**config.mk**
```make
export PLATFORM = sky130hd
export DESIGN_NAME = freq_lock_ctrl
export DESIGN_NICKNAME = d
export VERILOG_FILES = /design/src/rtl/freq_lock_pkg.sv /design/src/rtl/btn_filter.sv /design/src/rtl/lock_seq.sv /design/src/rtl/err_quant.sv /design/src/rtl/corr_pulse.sv /design/src/rtl/freq_lock_ctrl.sv
export SDC_FILE = /design/constraint.sdc
export NUM_CORES = 1
export LEC_CHECK = 0
export BUFFER_PORTS_ARGS = -buffer_cell sky130_fd_sc_hd__buf_2
export CAP_MARGIN = 20
export CORE_ASPECT_RATIO = 0.9
export CORE_MARGIN = 2
export CORE_UTILIZATION = 65
export CTS_CLUSTER_DIAMETER = 60
export DETAILED_ROUTE_END_ITERATION = 6
export GPL_TIMING_DRIVEN = 0
export PLACE_DENSITY = 0.86
export SYNTH_ARGS = -nofsm -noshare
export SYNTH_HDL_FRONTEND = slang
export SYNTH_SLANG_ARGS = --single-unit
export TNS_END_PERCENT = 10
```
**constraint.sdc**
```tcl
create_clock -name clk_i -period 18.76 [get_ports clk_i]
set_input_delay 3.752 -clock clk_i [delete_from_list [all_inputs] [get_ports clk_i]]
set_output_delay 3.752 -clock clk_i [all_outputs]
set_load 0.02 [all_outputs]
```
**src/rtl/freq_lock_pkg.sv**
```systemverilog
`timescale 1ns/1ps
package freq_lock_pkg;
  localparam int unsigned LVL_W   = 4;
  localparam int unsigned LVL_SAT = 9;

  typedef enum logic [1:0] {
    ST_FREE  = 2'd0,
    ST_WAIT  = 2'd1,
    ST_ARM   = 2'd2,
    ST_TRACK = 2'd3
  } lock_st_e;
endpackage

```
**src/rtl/btn_filter.sv**
```systemverilog
`timescale 1ns/1ps
module btn_filter #(
  parameter int unsigned DEB_CYC = 4
) (
  input  logic clk_i,
  input  logic rst_ni,
  input  logic raw_i,
  output logic rise_o
);
  localparam int unsigned DW = $clog2(DEB_CYC + 1);

  logic          s1_q, s2_q, stab_q;
  logic [DW-1:0] cnt_q;
  logic          done;

  assign done   = (s2_q != stab_q) && (cnt_q == DW'(DEB_CYC - 1));
  assign rise_o = done && s2_q;

  always_ff @(posedge clk_i or negedge rst_ni) begin
    if (!rst_ni) begin
      s1_q   <= 1'b0;
      s2_q   <= 1'b0;
      stab_q <= 1'b0;
      cnt_q  <= '0;
    end else begin
      s1_q <= raw_i;
      s2_q <= s1_q;
      if (s2_q == stab_q) begin
        cnt_q <= '0;
      end else if (done) begin
        stab_q <= s2_q;
        cnt_q  <= '0;
      end else begin
        cnt_q <= cnt_q + 1'b1;
      end
    end
  end
endmodule

```
**src/rtl/lock_seq.sv**
```systemverilog
`timescale 1ns/1ps
module lock_seq
  import freq_lock_pkg::*;
#(
  parameter int unsigned CNT_W        = 24,
  parameter int unsigned LOCK_DLY_CYC = 20
) (
  input  logic             clk_i,
  input  logic             rst_ni,
  input  logic             press_i,
  input  logic             busy_i,
  input  logic [CNT_W-1:0] count_i,
  input  logic             count_vld_i,
  output lock_st_e         st_o,
  output logic             go_o,
  output logic             drop_o,
  output logic [CNT_W-1:0] val_o,
  output logic [CNT_W-1:0] ref_o
);
  localparam int unsigned DLW = $clog2(LOCK_DLY_CYC + 1);

  lock_st_e         st_q;
  logic [DLW-1:0]   dly_q;
  logic             pend_q;
  logic             hold_vld_q;
  logic [CNT_W-1:0] hold_q, ref_q;
  logic             press_evt, tog;

  assign press_evt = press_i || pend_q;
  assign tog       = press_evt && !busy_i;   // presses wait for pulse end
  assign drop_o    = tog && (st_q != ST_FREE);
  assign go_o      = (st_q == ST_TRACK) && !busy_i && !press_evt &&
                     (hold_vld_q || count_vld_i);
  assign val_o     = hold_vld_q ? hold_q : count_i;
  assign ref_o     = ref_q;
  assign st_o      = st_q;

  always_ff @(posedge clk_i or negedge rst_ni) begin
    if (!rst_ni) begin
      pend_q <= 1'b0;
    end else if (press_evt && busy_i) begin
      pend_q <= 1'b1;
    end else if (tog) begin
      pend_q <= 1'b0;
    end
  end

  always_ff @(posedge clk_i or negedge rst_ni) begin
    if (!rst_ni) begin
      st_q  <= ST_FREE;
      dly_q <= '0;
      ref_q <= '0;
    end else if (tog) begin
      if (st_q == ST_FREE) begin
        st_q  <= ST_WAIT;
        dly_q <= '0;
      end else begin
        st_q <= ST_FREE;
      end
    end else begin
      unique case (st_q)
        ST_WAIT: begin
          if (dly_q == DLW'(LOCK_DLY_CYC - 1)) st_q <= ST_ARM;
          else dly_q <= dly_q + 1'b1;
        end
        ST_ARM: begin
          if (count_vld_i) begin
            ref_q <= count_i;
            st_q  <= ST_TRACK;
          end
        end
        default: ;
      endcase
    end
  end

  // one-deep hold; a newer count replaces an older one
  always_ff @(posedge clk_i or negedge rst_ni) begin
    if (!rst_ni) begin
      hold_vld_q <= 1'b0;
      hold_q     <= '0;
    end else if (tog || st_q != ST_TRACK) begin
      hold_vld_q <= 1'b0;
    end else if (count_vld_i && (busy_i || hold_vld_q)) begin
      hold_vld_q <= 1'b1;
      hold_q     <= count_i;
    end else if (go_o) begin
      hold_vld_q <= 1'b0;
    end
  end
endmodule

```
**src/rtl/err_quant.sv**
```systemverilog
`timescale 1ns/1ps
module err_quant
  import freq_lock_pkg::*;
#(
  parameter int unsigned CNT_W = 24,
  parameter int unsigned STEP  = 10
) (
  input  logic [CNT_W-1:0] ref_i,
  input  logic [CNT_W-1:0] val_i,
  output logic             up_o,
  output logic             nz_o,
  output logic [LVL_W-1:0] lvl_o
);
  logic [CNT_W-1:0]   mag;
  logic [LVL_SAT-1:0] ge;

  assign up_o = val_i < ref_i;
  assign mag  = up_o ? (ref_i - val_i) : (val_i - ref_i);
  assign nz_o = mag != '0;

  // thermometer of step thresholds; its popcount is the saturated level
  for (genvar k = 0; k < LVL_SAT; k++) begin : g_thr
    assign ge[k] = mag >= CNT_W'((k + 1) * STEP);
  end

  always_comb begin
    lvl_o = '0;
    for (int k = 0; k < LVL_SAT; k++) lvl_o = lvl_o + LVL_W'(ge[k]);
  end
endmodule

```
**src/rtl/corr_pulse.sv**
```systemverilog
`timescale 1ns/1ps
module corr_pulse
  import freq_lock_pkg::*;
#(
  parameter int unsigned MIN_W  = 3,
  parameter int unsigned STEP_W = 2
) (
  input  logic             clk_i,
  input  logic             rst_ni,
  input  logic             go_i,
  input  logic             clr_i,
  input  logic             up_i,
  input  logic             nz_i,
  input  logic [LVL_W-1:0] lvl_i,
  output logic             up_o,
  output logic             down_o,
  output logic             busy_o,
  output logic [LVL_W-1:0] lvl_o,
  output logic             dir_o
);
  localparam int unsigned PW_MAX = MIN_W + LVL_SAT * STEP_W;
  localparam int unsigned PW_W   = $clog2(PW_MAX + 1);

  logic [PW_W-1:0]  pcnt_q, load;
  logic [LVL_W-1:0] lvl_q;
  logic             dir_q;

  assign load   = PW_W'(MIN_W) + PW_W'(lvl_i) * PW_W'(STEP_W);
  assign busy_o = pcnt_q != '0;
  assign up_o   = busy_o && dir_q;
  assign down_o = busy_o && !dir_q;
  assign lvl_o  = lvl_q;
  assign dir_o  = dir_q;

  always_ff @(posedge clk_i or negedge rst_ni) begin
    if (!rst_ni) begin
      pcnt_q <= '0;
      lvl_q  <= '0;
      dir_q  <= 1'b0;
    end else begin
      if (pcnt_q != '0) pcnt_q <= pcnt_q - 1'b1;
      if (go_i) begin
        lvl_q <= lvl_i;
        if (nz_i) begin
          pcnt_q <= load;
          dir_q  <= up_i;
        end
      end else if (clr_i) begin
        lvl_q <= '0;
      end
    end
  end
endmodule

```
**src/rtl/freq_lock_ctrl.sv**
```systemverilog
`timescale 1ns/1ps
module freq_lock_ctrl
  import freq_lock_pkg::*;
#(
  parameter int unsigned CNT_W        = 24,
  parameter int unsigned STEP         = 10,
  parameter int unsigned MIN_W        = 3,
  parameter int unsigned STEP_W       = 2,
  parameter int unsigned LOCK_DLY_CYC = 20,
  parameter int unsigned DEB_CYC      = 4
) (
  input  logic             clk_i,
  input  logic             rst_ni,
  input  logic             btn_i,
  input  logic [CNT_W-1:0] count_i,
  input  logic             count_vld_i,
  output logic             locked_o,
  output logic             center_o,
  output logic             up_o,
  output logic             down_o,
  output logic [3:0]       err_lvl_o,
  output logic             dir_up_o
);
  lock_st_e         st;
  logic             press, busy, go, drop, e_up, e_nz;
  logic [CNT_W-1:0] val, ref_cnt;
  logic [LVL_W-1:0] e_lvl, lvl;

  btn_filter #(.DEB_CYC(DEB_CYC)) u_btn (
    .clk_i, .rst_ni, .raw_i(btn_i), .rise_o(press)
  );

  lock_seq #(.CNT_W(CNT_W), .LOCK_DLY_CYC(LOCK_DLY_CYC)) u_seq (
    .clk_i, .rst_ni, .press_i(press), .busy_i(busy),
    .count_i, .count_vld_i, .st_o(st), .go_o(go), .drop_o(drop),
    .val_o(val), .ref_o(ref_cnt)
  );

  err_quant #(.CNT_W(CNT_W), .STEP(STEP)) u_err (
    .ref_i(ref_cnt), .val_i(val), .up_o(e_up), .nz_o(e_nz), .lvl_o(e_lvl)
  );

  corr_pulse #(.MIN_W(MIN_W), .STEP_W(STEP_W)) u_pulse (
    .clk_i, .rst_ni, .go_i(go), .clr_i(drop), .up_i(e_up), .nz_i(e_nz),
    .lvl_i(e_lvl), .up_o, .down_o, .busy_o(busy), .lvl_o(lvl),
    .dir_o(dir_up_o)
  );

  assign locked_o  = st != ST_FREE;
  assign center_o  = st != ST_TRACK;
  assign err_lvl_o = 4'(lvl);
endmodule

```
* After elaboration in Yosys (flattened, before gate mapping) *
Cells that the tools add are included.

storage, ports and cells
  register bits after elaboration = 73
  bits in latches = 0
  RAM bits = 0
  memory bits (read-only) = 0
  input port bits = 28
  memories kept = 0

cells by class
  add/subtract/negate cells = 14
  $mul = 0
  divide/modulo/power cells = 0
  magnitude comparators = 10
  eq/ne operators = 12
  shifts and indexed selects = 0
  muxes and demuxes = 23
  bitwise operators = 3
  reduce and logical (&&, ||, !) cells = 33

operators by type and width
  cell                   count
  $ge A24 B6 Y1 const B  3
  $ge A24 B7 Y1 const B  3
  $ge A24 B5 Y1 const B  2
  $mux W24               2
  $sub A24 B24 Y24       2
  $mux W5                7
  $add A4 B1 Y4          7
  $ge A24 B4 Y1 const B  1
  $lt A24 B24 Y1         1
  $reduce_bool A24 Y1    1
  $logic_and A1 B1 Y1    11
  $reduce_and A3 Y1      3
  $mux W4                2
  $reduce_bool A2 Y1     4
  $mux W1                6
  $mux W2                3
  $mux W3                2
  $reduce_and A2 Y1      3
  $reduce_bool A3 Y1     2
  $add A2 B5 Y5 const A  1
  $add A5 B1 Y5 const B  1
  $eq A5 B5 Y1 const B   1
  $reduce_bool A5 Y1     1
  $sub A5 B1 Y5 const B  1
  16 further kinds       25

* Logic depth before layout (Yosys ltp) *
Gate-level depths: netlist (run 1).

  word-level depth = 15
  gate-level depth with buffers = 28
  depth with buffers taken out = 26

* Hierarchy *
Synthesis (run 1) repeated with hierarchy kept, for this count alone.

second synthesis, totals
  cell total of the unflattened synthesis = 709
  area, all modules = 6,693.9 um2

by module, submodules not included
  module          instances  cells an instance  area an instance (um2)  sequential area each (um2)
  err_quant       1          456                3,195.6                 0.0
  lock_seq        1          192                2,751.4                 1,426.4
  corr_pulse      1          45                 505.5                   250.2
  btn_filter      1          14                 231.5                   150.1
  freq_lock_ctrl  1          2                  10.0                    0.0

* Least setup slack after synthesis (run 1) *
OpenSTA, ideal clock, no wires.

  kind = input -> register
  start point = input port count_i[1]
  end point = register u_pulse.pcnt_q[4]
  library setup time = 121 ps
  arrival time = 10,140 ps
  required time = 18,639 ps
  slack = 8,499 ps
  stages on the path = 23
  path buffers = 0
  cells stage by stage = mux2i_1 > inv_1 > fa_1 > a211oi_1 > o211a_1 > o21ai_2 > a211oi_4 > a311oi_2 > o21a_1 > or4_1 > nor4b_2 > nor4b_4 > nand4_1 > ha_1 > fa_1 > fa_1 > fa_1 > ha_1 > fa_1 > xnor2_1 > nand3_1 > xnor2_1 > a22o_1

on the way
  longest elaborated chain between the ends = 15

RTL lines
  element                                                    line                              source
  from (decl)                                                freq_lock_ctrl.sv:15              input logic [CNT_W-1:0] count_i,
  $mux W24 *                                                 lock_seq.sv:34                    assign val_o = hold_vld_q ? hold_q : count_i;
  $sub A24 B24 Y24 / $lt A24 B24 Y1 (equally long branches)  err_quant.sv:18, err_quant.sv:17
  $mux W24 *                                                 err_quant.sv:18                   assign mag = up_o ? (ref_i - val_i) : (val_i - ref_i);
  $ge A24 B4 Y1 / $ge A24 B5 Y1 (equally long branches)      err_quant.sv:23                   assign ge[k] = mag >= CNT_W'((k + 1) * STEP);
  $add A1 B1 Y2                                              err_quant.sv:28                   for (int k = 0; k < LVL_SAT; k++) lvl_o = lvl_o + LVL_W'(ge[k]);
  $add A4 B1 Y4 (7 in a row)                                 err_quant.sv:28
  $add A2 B5 Y5                                              corr_pulse.sv:28                  assign load = PW_W'(MIN_W) + PW_W'(lvl_i) * PW_W'(STEP_W);
  $mux W5 *                                                  corr_pulse.sv:44                  if (nz_i) begin
  $mux W5 *                                                  corr_pulse.sv:42                  if (go_i) begin
  to (signal assigned)                                       corr_pulse.sv:41                  if (pcnt_q != '0) pcnt_q <= pcnt_q - 1'b1;
  to (signal assigned)                                       corr_pulse.sv:45                  pcnt_q <= load;
  to (decl)                                                  corr_pulse.sv:24                  logic [PW_W-1:0] pcnt_q, load;

Mark *: on every way between the ends. The rest lies on a longest branch, timed or not.
A chain may end at the register's enable or synchronous reset.

* Worst setup path after layout (run 1) *
  start point = input port count_i[7]
  end point = register u_pulse.pcnt_q[4]

Same word-level chain as after synthesis.

==> results.py, run 1 <==
metrics = {
    "status": {
        "status": "finished, final reports clean",
    },
    "cts": {
        "numCtsBuffers": 9,
        "cts_resized": 0,
        "cts_root_buf": "clkbuf_8",
        "ctsHoldBuffers": 0,
        "clkTransAtPathRegs_ps": 90,
        "htree_levels": 3,
        "cts_tree": "done",
        "clk_latency_ps": 370,
        "postCtsSetupRepairBufs": 0,
        "clock-sinks": 73,
        "clockBufferDepth": 2,
    },
    "synthesis": {
        "ys_warn_count": 0,
        "synth-seq-area-share_pct": 28.72,
        "yosysTopAreaCell": "dfrtp_1",
        "synth_fp_nets": 838,
        "synth_edf_count": 0,
        "synthArstFlopShare_pct": 100.0,
        "yosysUniqueCellTypes": 63,
        "ys_top_cells_by_area": "dfrtp_1 (29%), ha_1 (12%), mux2i_1 (5.4%)",
        "ys.flop_type": "dfrtp_1",
        "ys_seq_elements": 73,
        "synthTopCellsByCount": "dfrtp_1 (73), nand2_1 (73), inv_1 (68), o21ai_0 (64), ha_1 (63)",
        "syn_area_per_cell_sq_um": 8.594,
        "syn_area_sq_um": 6360,
        "syn_inst": 740,
        "yosysTopAreaCellShare_pct": 28.72,
    },
    "worst_hold_path": {
        "hp-class": "reg -> reg",
    },
    "floorplanning": {
        "dieArea_sq_um": 10590,
        "initial_core_util_pct": 66.15,
        "num_rows": 34,
        "die_w_um": 108.3,
        "die_h_um": 97.84,
        "fp.coreArea_sq_um": 9614,
        "io_pins": 37,
    },
    "critical_path": {
        "endpoint": "u_pulse.pcnt_q[4]",
        "startpoint": "count_i[7]",
        "crit_type": "in -> reg",
        "rr_startpoint": "u_seq.hold_vld_q",
        "startpoint_type": "input port",
        "end_kind": "register",
        "reg2reg_slack_ps": 9550,
        "cp_max_fo": 10,
        "r2r-end": "u_pulse.pcnt_q[4]",
        "required_ps": 19020,
        "cp.arrival_ps": 11180,
        "worst_r2r_path_depth": 25,
    },
    "timing": {
        "worst_slew_pin_slew_ps": 1015,
        "fmax_mhz": 91.65,
        "skew_ps": 11.40,
        "min_period_ps": 10910,
        "setup_violations": 0,
        "setup_tns_ps": 0,
        "post-route-period-util_pct": 58.16,
        "hold_viol": 0,
        "rsz0062_at_grt": "false",
        "maxSlewHeadroom_pct": 32.31,
        "worst_hold_slack_ps": 362.0,
        "drv_slew": 0,
    },
    "run": {
        "cap_viol_max_count": 0,
    },
    "grt": {
        "grt_max_degree": 74,
        "grt_pass1_vias": 5649,
        "grt_overflow_total": 0,
        "gr-usage-all-layers_pct": 32.21,
        "grt_pass1_wl_um": 27050,
        "antenna_found_initial": 0,
    },
    "layout": {
        "antenna_cells": 0,
        "syn_to_final_growth_pct": 8.243,
        "post_route_cells_drive_above_1_share_pct": 12.88,
        "multi_input_area_sq_um": 4133,
        "seq_area_sq_um": 1827,
        "fin_cells": 918,
        "fill_cells": 763,
        "finish.net_count": 885,
    },
    "drt": {
        "drt-total-wl_um": 16200,
        "vias": 5659,
        "drc_errors": 0,
        "vias_per_cell": 6.164,
        "post_drt_wl_per_cell_um": 17.65,
        "drtAntennaViolNets": 0,
        "drt_iter0_drc": 444,
        "drt_first_pass_iters": 6,
    },
    "placed_design": {
        "dp_cells": 902,
        "hpwlAfterDp_um": 12670,
        "port_buffers": 36,
        "gp_congestion": 0.9152,
    },
}
layout make-up:
class / count / area share, %
multi-input combinational: 566 / 60.03
sequential: 73 / 26.54
inverter: 68 / 3.708
timing repair buffer: 36 / 2.654
tap: 126 / 2.290
buffer: 33 / 2.108
clock buffer: 9 / 1.799
clock inverter: 7 / 0.8724
cell families after synthesis:
logic type | synth area share [%]
multiplexers | 10.13
adder cells (fa/ha/maj) | 14.60
XOR/XNOR | 4.682
flip-flops | 28.72
buffers and inverters | 6.295
AO/OA/AOI/OAI | 20.34
AND/OR/NAND/NOR | 15.23
worst min-delay path by stage:
stage	startpoint	end	slack, ps	depth (start not counted)
2_1_floorplan	u_btn.s1_q	u_btn.s2_q	330	0
3_3_place_gp	u_btn.s1_q	u_btn.s2_q	340	0
3_5_place_dp	u_btn.s1_q	u_btn.s2_q	350	0
4_1_cts	u_btn.s1_q	u_btn.s2_q	370	0
5_1_grt	u_btn.s1_q	u_btn.s2_q	380	0
6_report	u_btn.s1_q	u_btn.s2_q	360	0
registers in the layout, summed over array words and instances (netlist names):
signal / flops
u_seq.hold_q: 24
u_btn.stab_q: 1
u_seq.st_o: 2
u_btn.s1_q: 1
u_btn.s2_q: 1
u_seq.dly_q: 5
u_pulse.dir_o: 1
u_seq.ref_o: 24
u_seq.hold_vld_q: 1
u_btn.cnt_q: 3
u_seq.pend_q: 1
u_pulse.pcnt_q: 5
u_pulse.lvl_o: 4
critical path, cell delays in order:
cell and delay [ps]:
buf_2 110, mux2i_1 160, inv_1 70, ha_1 270, clkbuf_1 200, a21oi_1 460, o211a_1 300, o21ai_2 140
a211oi_4 670, a311oi_2 80, o21a_1 220, or4_1 550, nor4b_2 290, nor4b_4 380, nand4_1 140, ha_1 350
fa_1 510, fa_1 530, fa_1 500, ha_1 240, fa_1 380, xnor2_1 370, nand3_1 150, xnor2_1 140
a22o_1 200
metal layers:
metal  up-vias  global-route usage (%)  share of wire (%)
met2       185                   52.64                 48
met3        28                   4.740                5.4
met1      2743                   44.32                 45
met5         -                       0                  0
li1       2703                       -                  -
met4         0                   9.763                2.0
cell usage in the layout (no fill, tap or decap), types with 4 or more instances in the layout:
cell type  netlist  routed
nand2_1         73      73
dfrtp_1         73      73
inv_1           68      68
o21ai_0         64      64
ha_1            63      63
a21oi_1         62      62
buf_2            8      43
nor2_1          37      37
mux2i_1         34      34
mux2_2          27      27
clkbuf_1        20      20
xnor2_1         19      19
nand4_1         16      16
xor2_1          15      15
a21o_1          13      13
nor3_1          13      13
nand3_1         12      12
nand2b_1        12      12
o21bai_1        11      11
clkbuf_8         0       9
a22o_1           8       8
a211oi_1         7       7
fa_1             7       7
o211ai_1         6       6
o21a_1           6       6
or3_1            4       4
o31ai_1          4       4
a31oi_1          4       4
stage by stage:
stage | setup slack [ps] | area (sq um) | utilization [%]
after global routing | 7464 | 6884 | 71.60
after CTS | 7909 | 6884 | 71.60
after detailed placement | 7549 | 6700 | 69.69
final | 7848 | 6884 | 71.60
after floorplan | 8499 | 6360 | -
after global placement | 7723 | 6698 | 69.66
Power of run 1 is left out: the tool's default activity adds up to more than one toggle a clock period on the data nets, which glitch-free logic cannot reach.
==> run 2: changes to the inputs <==
--- a/config.mk
+++ b/config.mk
@@ -9,11 +9,11 @@
 export CAP_MARGIN = 20
 export CORE_ASPECT_RATIO = 0.9
 export CORE_MARGIN = 2
-export CORE_UTILIZATION = 65
+export CORE_UTILIZATION = 57
 export CTS_CLUSTER_DIAMETER = 60
 export DETAILED_ROUTE_END_ITERATION = 6
 export GPL_TIMING_DRIVEN = 0
-export PLACE_DENSITY = 0.86
+export PLACE_DENSITY = 0.8
 export SYNTH_ARGS = -nofsm -noshare
 export SYNTH_HDL_FRONTEND = slang
 export SYNTH_SLANG_ARGS = --single-unit
==> constraint.sdc (replaced) <==
create_clock -name clk_i -period 9.13 [get_ports clk_i]
set_input_delay 1.826 -clock clk_i [delete_from_list [all_inputs] [get_ports clk_i]]
set_output_delay 1.826 -clock clk_i [all_outputs]
set_load 0.02 [all_outputs]
==> run 2 against run 1 <==
  * First-iteration DRC count down 8.1%
  * Final cell count up 2.9%
  * Worst setup slack worse by 7500 ps
  * Register-to-register slack worse by 9000 ps
  * Non-clock buffer count up 2
  * Via count down 0.60%
  * Clock skew down 6.4 ps
  * Largest cell class unchanged
==> results.py, run 2 (synthesized netlist as in run 1, its figures left out) <==
metrics = {
    "status": {
        "status": "finished, final reports clean",
    },
    "critical_path": {
        "cp_max_fo": 6,
        "cp.arrival_ps": 9040,
        "path_common_cell": "fa_1",
        "reg2reg_slack_ps": 520,
        "rr_startpoint": "u_seq.hold_vld_q",
        "worst_r2r_path_depth": 24,
        "crit_type": "in -> reg",
        "end_kind": "register",
        "r2r-end": "u_pulse.pcnt_q[4]",
        "slowest_stage": "fa_1",
        "required_ps": 9360,
        "critPathMaxStageDelay_ps": 530,
        "startpoint_type": "input port",
        "cp_cell_sequence": "buf_2 -> mux2i_1 -> inv_1 -> fa_1 -> a211oi_1 -> o211a_1 -> o21ai_2 -> a211o_2 -> nor4_4 -> nor3_1 -> or4_1 -> nor4b_2 -> nor4b_4 -> nand4_1 -> ha_1 -> fa_1 -> fa_1 -> fa_1 -> ha_1 -> fa_1 -> xnor2_1 -> nand3_1 -> xnor2_1 -> a22o_1",
    },
    "layout": {
        "finish.net_count": 887,
        "postLayoutCellArea_sq_um": 7087,
        "final_cell_mix": "nand2_1 (73), dfrtp_1 (73), inv_1 (68)",
        "multi_input_area_sq_um": 4139,
        "seq_area_sq_um": 1827,
        "fin_cells": 945,
        "syn_to_final_growth_pct": 11.43,
        "antenna_cells": 0,
        "post_route_cells_drive_above_1_share_pct": 13.37,
        "fill_cells": 926,
    },
    "cts": {
        "clockBufferDepth": 2,
        "cts_root_buf": "clkbuf_16",
        "clkTransAtPathRegs_ps": 60,
        "cts_tree": "done",
        "clk_latency_ps": 340,
        "clock-sinks": 73,
        "numCtsBuffers": 9,
        "htree_levels": 3,
        "ctsHoldBuffers": 0,
    },
    "floorplanning": {
        "die_h_um": 104.2,
        "initial_core_util_pct": 58.59,
        "dieArea_sq_um": 12020,
        "num_rows": 36,
        "fp.coreArea_sq_um": 10860,
        "io_pins": 37,
        "die_w_um": 115.3,
    },
    "placed_design": {
        "place_area_sq_um": 6733,
        "hpwlAfterDp_um": 12830,
        "gp_congestion": 0.9451,
        "dp_cells": 928,
        "port_buffers": 36,
    },
    "timing": {
        "min_period_ps": 8810,
        "drv_slew": 0,
        "hold_viol": 0,
        "fmax_mhz": 113.5,
        "worst_hold_slack_ps": 353.8,
        "rsz0062_at_grt": "false",
        "maxSlewHeadroom_pct": 37.25,
        "setup_violations": 0,
        "post-route-period-util_pct": 96.49,
        "skew_ps": 4.997,
        "worst_slew_pin_slew_ps": 941.3,
        "setup_tns_ps": 0,
    },
    "worst_hold_path": {
        "hp-class": "reg -> reg",
        "hold_start": "u_btn.s1_q",
        "hold_depth": 0,
        "holdPathEnd": "u_btn.s2_q",
    },
    "grt": {
        "gr-usage-all-layers_pct": 28.42,
        "grt_max_degree": 74,
        "grt_overflow_total": 0,
        "grt_pass1_wl_um": 27190,
        "antenna_found_initial": 0,
        "grt_pass1_vias": 5546,
    },
    "run": {
        "cap_viol_max_count": 0,
    },
    "drt": {
        "vias": 5625,
        "drc_errors": 0,
        "drt_iter0_drc": 408,
        "post_drt_wl_per_cell_um": 17.49,
        "drt_first_pass_iters": 6,
        "drtAntennaViolNets": 0,
        "drt-total-wl_um": 16530,
        "vias_per_cell": 5.952,
    },
}
[run 2: what timing repair did]
item / 4_1_cts / 5_1_grt
setup buffers: 0 / 3
pin swaps: 0 / 1
resized for setup: 3 / 1
endpoints found under the setup margin: 3 / 3
[run 2: critical path: cells and delay by family]
kind / cells / cell delay [ps]
AOI/OAI and AO/OA: 5 / 1350
xor gates and xnor gates: 2 / 430
adders and majority gates: 7 / 3010
buffers and inverters: 2 / 250
muxes: 1 / 320
and+or+nand+nor: 7 / 1840
[run 2: metrics by stage]
stage	util (%)	setup WS, ps
6_report	65.28	320.2
5_1_grt	65.28	26.18
2_1_floorplan	-	795.4
4_1_cts	65.05	101.8
3_5_place_dp	62.02	-216.2
3_3_place_gp	62.00	-40.53
[run 2: worst max-delay path by stage]
stage | startpoint | end | slack, ps | cells after the start
2_1_floorplan | count_i[1] | u_pulse.pcnt_q[4] | 800 | 23
3_3_place_gp | count_i[1] | u_pulse.pcnt_q[4] | -40 | 24
3_5_place_dp | count_i[1] | u_pulse.pcnt_q[4] | -220 | 24
4_1_cts | u_seq.hold_vld_q | u_pulse.pcnt_q[4] | 100 | 25
5_1_grt | count_i[1] | u_pulse.pcnt_q[4] | 30 | 24
6_report | count_i[1] | u_pulse.pcnt_q[4] | 320 | 24
[run 2: layout make-up]
class,instances,area share [%]
Multi-Input combinational cell,566,58.40
Buffer,32,2.119
Inverter,68,3.602
Clock buffer,11,3.425
Sequential cell,73,25.78
Timing Repair Buffer,39,2.895
Tap cell,152,2.684
Clock inverter,4,1.095
[run 2: metal layers]
metal | wire length, um | track usage, %
met1 | 7582 | 39.92
met2 | 7750 | 44.82
met3 | 931 | 5.303
met4 | 265 | 7.573
met5 | 0 | 0
Power of run 2 is left out for the same reason.
==> run 3: changes to the inputs <==
--- a/config.mk
+++ b/config.mk
@@ -13,7 +13,9 @@
 export CTS_CLUSTER_DIAMETER = 60
 export DETAILED_ROUTE_END_ITERATION = 6
 export GPL_TIMING_DRIVEN = 0
+export MAX_ROUTING_LAYER = met4
 export PLACE_DENSITY = 0.8
+export RECOVER_POWER = 100
 export SYNTH_ARGS = -nofsm -noshare
 export SYNTH_HDL_FRONTEND = slang
 export SYNTH_SLANG_ARGS = --single-unit
==> run 3 against run 2 <==
  * The flow now finishes with violations (max-capacitance violations, max-slew violations)
  * First-iteration DRC count is 27% lower
  * Final cell count is 0.11% higher
  * Clock skew is 2.6 ps higher
  * Global-route usage is 1.9 points higher
  * Sequential share of layout area stayed put
  * Critical endpoint unchanged
  * Highest routed layer unchanged
==> results.py, run 3 (synthesized netlist as in run 1, its figures left out) <==
metrics = {
    "cts": {
        "clockBufferDepth": 2,
        "cts_tree": "done",
        "cts_root_buf": "clkbuf_16",
        "ctsHoldBuffers": 0,
        "clock-sinks": 73,
        "clk_latency_ps": 350,
        "clkTransAtPathRegs_ps": 60,
        "numCtsBuffers": 9,
        "htree_levels": 3,
    },
    "grt": {
        "gr-usage-all-layers_pct": 30.28,
        "grt-busiest-layer": "met2",
        "antenna_found_initial": 0,
        "use_met1_pct": 38.85,
        "use_met3_pct": 5.420,
        "grt_overflow_total": 0,
        "grt_pass1_vias": 5622,
        "grt_max_degree": 74,
        "grtUsageMet2_pct": 48.45,
        "grt_pass1_wl_um": 27720,
    },
    "critical_path": {
        "reg2reg_slack_ps": 490,
        "slowest_stage": "or4_1",
        "cp_max_fo": 5,
        "crit_family": "adder cells",
        "crit_type": "in -> reg",
        "path_depth": 24,
        "end_kind": "register",
        "cp_cell_sequence": "clkbuf_1 -> mux2i_1 -> inv_1 -> fa_1 -> a211oi_1 -> o211a_1 -> o21ai_2 -> a211o_2 -> a211oi_1 -> nor3_1 -> or4_1 -> nor4b_2 -> nor4b_4 -> nand4_1 -> ha_1 -> fa_1 -> fa_1 -> fa_1 -> ha_1 -> fa_1 -> xnor2_1 -> nand3_1 -> xnor2_1 -> a22o_1",
        "critPathMaxStageDelay_ps": 530,
        "rr_startpoint": "u_seq.hold_vld_q",
        "crit_buf_inv": 2,
        "worst_r2r_path_depth": 24,
        "required_ps": 9370,
        "path_common_cell": "fa_1",
        "cp.arrival_ps": 9010,
        "startpoint_type": "input port",
        "r2r-end": "u_pulse.pcnt_q[4]",
    },
    "timing": {
        "setup_violations": 0,
        "post-route-period-util_pct": 96.05,
        "setup_tns_ps": 0,
        "min_period_ps": 8769,
        "maxSlewHeadroom_pct": -164.7,
        "rsz0062_at_grt": "false",
        "drv_slew": 74,
        "fmax_mhz": 114.0,
        "hold_viol": 0,
        "setup_ws_ps": 360.7,
        "skew_ps": 7.609,
        "worst_slew_pin_slew_ps": 3970,
    },
    "drt": {
        "vias": 5685,
        "vias_per_cell": 6.010,
        "drc_errors": 0,
        "post_drt_wl_per_cell_um": 17.96,
        "drtAntennaViolNets": 0,
        "drt_first_pass_iters": 7,
        "drt-total-wl_um": 16990,
        "drt_iter0_drc": 296,
    },
    "status": {
        "failed_checks": "max-capacitance violations, max-slew violations",
        "status": "finished, violations left",
    },
    "floorplanning": {
        "num_rows": 36,
        "fp.coreArea_sq_um": 10860,
        "die_h_um": 104.2,
        "initial_core_util_pct": 58.59,
        "io_pins": 37,
        "die_w_um": 115.3,
        "dieArea_sq_um": 12020,
    },
    "placed_design": {
        "pre_cts_slack_ps": -203.7,
        "port_buffers": 36,
        "hpwlAfterDp_um": 12960,
        "gp_congestion": 0.9259,
    },
    "worst_hold_path": {
        "hp-class": "reg -> reg",
        "holdPathEnd": "u_btn.s2_q",
        "hold_start": "u_btn.s1_q",
        "hold_depth": 0,
    },
    "run": {
        "cap_viol_max_count": 1,
    },
    "layout": {
        "fill_cells": 941,
        "finish.net_count": 887,
        "antenna_cells": 0,
        "multi_input_area_sq_um": 4135,
        "post_route_cells_drive_above_1_share_pct": 12.09,
        "syn_to_final_growth_pct": 11.43,
        "final_cell_mix": "nand2_1 (73), dfrtp_1 (73), inv_1 (68)",
        "seq_area_sq_um": 1827,
    },
}
## run 3: cell types whose count changed in the layout (fill, tap and decap cells not counted), moves of 2 or more
cell	before	now
clkbuf_1	19	30
buf_2	43	33
buf_4	5	3
inv_6	0	2
## run 3: cell type report
| type | instances | share of cell area [%] |
|---|---|---|
| Inverter | 68 | 3.602 |
| Clock buffer | 9 | 3.178 |
| Multi-Input combinational cell | 566 | 58.35 |
| Timing Repair Buffer | 39 | 2.843 |
| Clock inverter | 7 | 1.448 |
| Tap cell | 152 | 2.684 |
| Buffer | 32 | 2.119 |
| Sequential cell | 73 | 25.78 |
## run 3: per-stage QoR
step | std cells | hold WS [ps] | area (sq um) | utilization, %
floorplan | 740 | 331.2 | 6360 | -
global placement | 928 | 352.4 | 6730 | 62.00
detailed placement | 928 | 344.1 | 6733 | 62.02
CTS | 944 | 357.2 | 7068 | 65.11
global route | 946 | 361.5 | 7087 | 65.28
finish | 946 | 356.9 | 7087 | 65.28
## run 3: worst max-delay path by stage
stage / end / start / slack (ps)
2_1_floorplan: u_pulse.pcnt_q[4] / count_i[1] / 800
3_3_place_gp: u_pulse.pcnt_q[4] / count_i[7] / -70
3_5_place_dp: u_pulse.pcnt_q[4] / count_i[1] / -200
4_1_cts: u_pulse.pcnt_q[4] / u_seq.hold_vld_q / 1
5_1_grt: u_pulse.pcnt_q[4] / count_i[1] / 30
6_report: u_pulse.pcnt_q[4] / count_i[1] / 360
## run 3: per-layer routing
metal,vias up,part of all wire [%]
met1,2798,46
met4,0,2.1
met2,157,48
li1,2706,-
met3,24,4.2
met5,-,0
## run 3: timing repair
item                       4_1_cts  5_1_grt
buffers inserted                 0        3
pin swaps                        0        2
setup endpoints to repair        2        4
resized for setup                2        4
Power of run 3 is left out for the same reason.
